==> src/rtl/i2cs_stat_pkg.sv <==
package i2cs_stat_pkg;
    typedef enum logic [1:0] {
        BS_FREE = 2'd0,
        BS_BUSY = 2'd1,
        BS_SEL  = 2'd2
    } bus_st_e;

    localparam int REG_STAT = 0;
    localparam int REG_EVT  = 1;
    localparam int REG_RXD  = 2;
    localparam int REG_TXD  = 3;

    localparam int N_FLAG = 3;
    localparam int F_RX   = 0;
    localparam int F_TX   = 1;
    localparam int F_TERM = 2;
endpackage

==> src/rtl/i2cs_bus_fsm.sv <==
module i2cs_bus_fsm
    import i2cs_stat_pkg::*;
(
    input  logic clk,
    input  logic rst_n,
    input  logic ev_start,
    input  logic ev_line_low,
    input  logic ev_stop,
    input  logic ev_addr_match,
    input  logic ev_dir,
    output logic busy,
    output logic selected,
    output logic dir,
    output logic term_evt
);
    bus_st_e st_q, st_d;
    logic    dir_q;

    always_ff @(posedge clk) begin
        if (!rst_n) st_q <= BS_FREE;
        else        st_q <= st_d;
    end

    always_comb begin
        st_d = st_q;
        unique case (st_q)
            BS_FREE: if (!ev_stop && (ev_start || ev_line_low)) st_d = BS_BUSY;
            BS_BUSY: begin
                if (ev_stop)            st_d = BS_FREE;
                else if (ev_start)      st_d = BS_BUSY;
                else if (ev_addr_match) st_d = BS_SEL;
            end
            BS_SEL: begin
                if (ev_stop)       st_d = BS_FREE;
                else if (ev_start) st_d = BS_BUSY;
            end
            default: st_d = BS_FREE;
        endcase
    end

    always_ff @(posedge clk) begin
        if (!rst_n)
            dir_q <= 1'b0;
        else if (st_q == BS_BUSY && st_d == BS_SEL)
            dir_q <= ev_dir;
        else if (st_q == BS_SEL && st_d != BS_SEL)
            dir_q <= 1'b0;
    end

    always_comb begin
        busy     = (st_q != BS_FREE);
        selected = (st_q == BS_SEL);
        dir      = dir_q;
        term_evt = (st_q == BS_SEL) && (ev_stop || ev_start);
    end
endmodule

==> src/rtl/i2cs_flag_bank.sv <==
module i2cs_flag_bank #(
    parameter int N = 3
) (
    input  logic         clk,
    input  logic         rst_n,
    input  logic [N-1:0] set,
    input  logic [N-1:0] clr,
    output logic [N-1:0] q
);
    for (genvar i = 0; i < N; i++) begin : g_flag
        logic f_q;
        always_ff @(posedge clk) begin
            if (!rst_n)      f_q <= 1'b0;
            else if (set[i]) f_q <= 1'b1;
            else if (clr[i]) f_q <= 1'b0;
        end
        assign q[i] = f_q;
    end
endmodule

==> src/rtl/i2cs_reg_port.sv <==
module i2cs_reg_port
    import i2cs_stat_pkg::*;
#(
    parameter int ADDR_W = 2,
    parameter int DATA_W = 16,
    parameter int RXB_W  = 8
) (
    input  logic              rd_en,
    input  logic              wr_en,
    input  logic [ADDR_W-1:0] addr,
    input  logic [DATA_W-1:0] wdata,
    input  logic [RXB_W-1:0]  rx_byte,
    input  logic [N_FLAG-1:0] flags,
    input  logic              busy,
    input  logic              selected,
    input  logic              dir,
    output logic [N_FLAG-1:0] clr,
    output logic [DATA_W-1:0] rdata
);
    localparam int STAT_W = 5;

    logic [STAT_W-1:0] stat;
    logic              unused_wdata;

    assign unused_wdata = ^wdata[DATA_W-1:1];
    assign stat = {flags[F_RX], flags[F_TX], busy, selected, dir};

    always_comb begin
        clr         = '0;
        clr[F_RX]   = rd_en && (addr == ADDR_W'(REG_RXD));
        clr[F_TX]   = wr_en && (addr == ADDR_W'(REG_TXD));
        clr[F_TERM] = wr_en && (addr == ADDR_W'(REG_EVT)) && wdata[0];
    end

    always_comb begin
        rdata = '0;
        if (rd_en) begin
            unique case (addr)
                ADDR_W'(REG_STAT): rdata = DATA_W'(stat);
                ADDR_W'(REG_EVT):  rdata = DATA_W'(flags[F_TERM]);
                ADDR_W'(REG_RXD):  rdata = DATA_W'(rx_byte);
                default:           rdata = '0;
            endcase
        end
    end
endmodule

==> src/rtl/i2c_slv_stat_irq.sv <==
module i2c_slv_stat_irq
    import i2cs_stat_pkg::*;
#(
    parameter int ADDR_W = 2,
    parameter int DATA_W = 16,
    parameter int RXB_W  = 8
) (
    input  logic              clk,
    input  logic              rst_n,
    input  logic              ev_start,
    input  logic              ev_line_low,
    input  logic              ev_stop,
    input  logic              ev_addr_match,
    input  logic              ev_dir,
    input  logic              ev_rx_load,
    input  logic              ev_tx_sent,
    input  logic [RXB_W-1:0]  rx_byte,
    input  logic              rd_en,
    input  logic              wr_en,
    input  logic [ADDR_W-1:0] addr,
    input  logic [DATA_W-1:0] wdata,
    output logic [DATA_W-1:0] rdata,
    input  logic              ien_rx,
    input  logic              ien_tx,
    input  logic              ien_bus,
    output logic              irq
);
    logic              busy_q, sel_q, dir_q, term_evt;
    logic [N_FLAG-1:0] fl_set, fl_clr, fl_q, fl_en;
    logic              rx_rdy_q, tx_emp_q, stop_q;

    i2cs_bus_fsm u_fsm (
        .clk           (clk),
        .rst_n         (rst_n),
        .ev_start      (ev_start),
        .ev_line_low   (ev_line_low),
        .ev_stop       (ev_stop),
        .ev_addr_match (ev_addr_match),
        .ev_dir        (ev_dir),
        .busy          (busy_q),
        .selected      (sel_q),
        .dir           (dir_q),
        .term_evt      (term_evt)
    );

    always_comb begin
        fl_set         = '0;
        fl_set[F_RX]   = ev_rx_load;
        fl_set[F_TX]   = ev_tx_sent;
        fl_set[F_TERM] = term_evt;
        fl_en          = '0;
        fl_en[F_RX]    = ien_rx;
        fl_en[F_TX]    = ien_tx;
        fl_en[F_TERM]  = ien_bus;
    end

    i2cs_flag_bank #(.N(N_FLAG)) u_flags (
        .clk   (clk),
        .rst_n (rst_n),
        .set   (fl_set),
        .clr   (fl_clr),
        .q     (fl_q)
    );

    i2cs_reg_port #(.ADDR_W(ADDR_W), .DATA_W(DATA_W), .RXB_W(RXB_W)) u_port (
        .rd_en    (rd_en),
        .wr_en    (wr_en),
        .addr     (addr),
        .wdata    (wdata),
        .rx_byte  (rx_byte),
        .flags    (fl_q),
        .busy     (busy_q),
        .selected (sel_q),
        .dir      (dir_q),
        .clr      (fl_clr),
        .rdata    (rdata)
    );

    assign rx_rdy_q = fl_q[F_RX];
    assign tx_emp_q = fl_q[F_TX];
    assign stop_q   = fl_q[F_TERM];
    assign irq      = |(fl_q & fl_en);
endmodule

==> config.mk <==
export PLATFORM = sky130hd
export DESIGN_NAME = i2c_slv_stat_irq
export DESIGN_NICKNAME = d
export VERILOG_FILES = /design/src/rtl/i2cs_stat_pkg.sv /design/src/rtl/i2cs_bus_fsm.sv /design/src/rtl/i2cs_flag_bank.sv /design/src/rtl/i2cs_reg_port.sv /design/src/rtl/i2c_slv_stat_irq.sv
export SDC_FILE = /design/constraint.sdc
export NUM_CORES = 1
export LEC_CHECK = 0
export ABC_AREA = 1
export BUFFER_PORTS_ARGS = -buffer_cell sky130_fd_sc_hd__buf_2
export CAP_MARGIN = 10
export CORE_UTILIZATION = 35
export CTS_CLUSTER_DIAMETER = 100
export DETAILED_ROUTE_END_ITERATION = 16
export PLACE_DENSITY_LB_ADDON = 0.15
export SLEW_MARGIN = 10
export SYNTH_ARGS = -nofsm -noshare
export SYNTH_HDL_FRONTEND = slang
export SYNTH_SLANG_ARGS = --single-unit
==> constraint.sdc <==
create_clock -name clk -period 1.2 [get_ports clk]
set_input_delay 0.06 -clock clk [delete_from_list [all_inputs] [get_ports clk]]
set_output_delay 0.06 -clock clk [all_outputs]
set_load 0.03 [all_outputs]
==> flow_summary.ini <==
[timing]
min_period_over_period = 0.918
fin_tns_setup_ps = 0
finalHoldViolations = 0
clock.fmax_ghz = 0.907
min_period_ps = 1100
setup_viol_count_final = 0
rsz0062_at_grt = false
skew_ps = 0.763
slew_violations = 0

[clock_tree]
h-tree-depth = 1
cts_tree = built
clk_path_buf_depth = 2
root_buffer = clkbuf_4
numCtsBuffers = 3
clkTransAtPathRegs_ps = 40
clk_latency_ps = 240
clock_sinks = 6
postCtsHoldBufs = 0
cts_setup_buffers = 0

[routing]
drt-initial-drc-count = 0
route.detailed.drc = 0
drtAntennaViolNets = 0
firstDrtPassIters = 1
wirelength_mm = 1.08
vias_per_cell = 4.27
wl_per_cell_um = 7.76
dr_total_vias = 594

[global_routing]
antenna_found_initial = 0
grt_max_degree = 7
grt_pass1_wl_mm = 1.59
track_usage = 0.158
overflow = 0
grt_pass1_vias = 462

[die]
coreArea_um2 = 1320
dieArea_um2 = 1570
initial_core_util = 0.377
die_h_um = 39.7
io_pins = 57
rows = 13
die_width_um = 39.7

[pwr]
power_density_nw_per_um2 = 854
leakage_uw = 0.000403
total_power_uw = 577
p_sw_uw = 194
ir_drop_mv = 0.574
p_int_uw = 383
clkPwrFrac = 0.312
seq_power_share = 0.375
swShare = 0.337
combPwrFrac = 0.313

[yosys]
synth_top_area_share = 0.242
synth_cell_type_count = 14
synthFlopType = dfxtp_1
netlist_instances = 89
ys_top_cells_by_area = dfxtp_1, nand2_1, nor2_1
syn_area_um2 = 497
yosys_warnings = 0
yosysTopAreaCell = dfxtp_1
ys_seq_area_frac = 0.242
synth_enable_flop_cells = 0
synth-seq-cells = 6
ys_top_cells_by_count = nand2_1, nor2_1, inv_1
synth_most_common_cell = nand2_1
avgSynthCellArea_um2 = 5.58
async_flop_share = 0

[critical_path]
cp-start-kind = flop
path_class = reg2out
required_ps = 1140
critPathMaxFanout = 4
endpoint_kind = output pin
cp.arrival_ps = 1040

[finish]
syn_to_final_growth_pct = 36.0
drive_gt1_frac = 0.323
n_antenna_cell = 0
final_cells = 139
fin_nets = 166
stdcell_area_um2 = 676

[placed_design]
post_dp_cell_area_um2 = 647
dp_hpwl_um = 926
port_buffers = 33
place_congestion = 0.816
placed_cells_incl_taps = 136

[job]
max_cap_viol_count = 0

[run_status]
status = completed

[min_path]
hold_class = in2reg
==> placed cells by master, fill, tap and decap left out, drive strengths merged <==
cell / synthesis / layout
nor2: 20 / 20
nand4: 2 / 2
inv: 14 / 14
o21ai: 3 / 3
buf: 8 / 32
a21oi: 5 / 5
conb: 1 / 8
clkbuf: 0 / 4
nand2: 22 / 22
nand3: 8 / 8
dfxtp: 6 / 6
==> power by group through the flow <==
stage                     registers, uW  clock network (uW)  logic, uW
final                               216                 180        180
after floorplan                     217                   0        134
after global routing                217                 208        203
after detailed placement            220                   0        179
after global placement              220                   0        178
after CTS                           216                 193        180
==> metrics by stage <==
step           utilization  hold slack (ps)  worst slack [ps]
6_report             0.513             36.2              98.0
5_1_grt              0.513             30.4              5.96
4_1_cts              0.508             31.0              29.3
3_5_place_dp         0.491              285               244
3_3_place_gp         0.491              277               242
2_1_floorplan            -              177               221
==> path summary, 6_finish.rpt <==
check / start / cells past startpoint / end / slack [ps]
worst max-delay path: u_fsm.st_q[0] / 4 / rdata[1] / 100
worst min register to register: u_flags.g_flag[2].f_q / 2 / u_flags.g_flag[2].f_q / 540
worst min-delay path: ev_rx_load / 3 / u_flags.g_flag[0].f_q / 40
worst max register to register: u_fsm.st_q[0] / 7 / u_fsm.st_q[0] / 270
==> sequential cells by signal, summed over array words and instances, names as in the netlist <==
| name | flops |
|---|---|
| u_fsm.dir | 1 |
| u_fsm.st_q | 2 |
| u_flags.g_flag.f_q | 3 |
==> what timing repair did <==
action	4_1_cts	5_1_grt
resized for setup	0	4
endpoints found under the hold margin	0	0
endpoints found under the setup margin	0	2
==> cell type report <==
cell class                      instances  area (um^2)
Fill cell                             151          642
Multi-Input combinational cell         68          290
Timing Repair Buffer                   33          170
Sequential cell                         6          121
Inverter                               14         52.6
Clock buffer                            3         22.5
Tap cell                               15         18.8
==> worst max-delay path, stage by stage, from the launching register on <==
cell	delay (ps)
dfxtp_1	330
inv_1	80
nand2_1	80
o21ai_1	140
buf_4	170
==> layer usage <==
| metal | part of all wire | wire length (um) | track usage |
|---|---|---|---|
| met1 | 0.49 | 531 | 0.171 |
| met2 | 0.45 | 489 | 0.246 |
| met3 | 0.041 | 44 | 0.0341 |
| met4 | 0.011 | 12 | 0.155 |
| met5 | 0 | 0 | 0 |
==> cell families (layout without fill, tap and decap cells) <==
kind of cell	after synthesis	count (layout)	synth area share
compound gates	8	8	0.0806
buf+inv	22	50	0.227
flops	6	6	0.242
other cells	1	8	0.00755
simple gates	52	52	0.443
(Power assumes the default switching activity.)
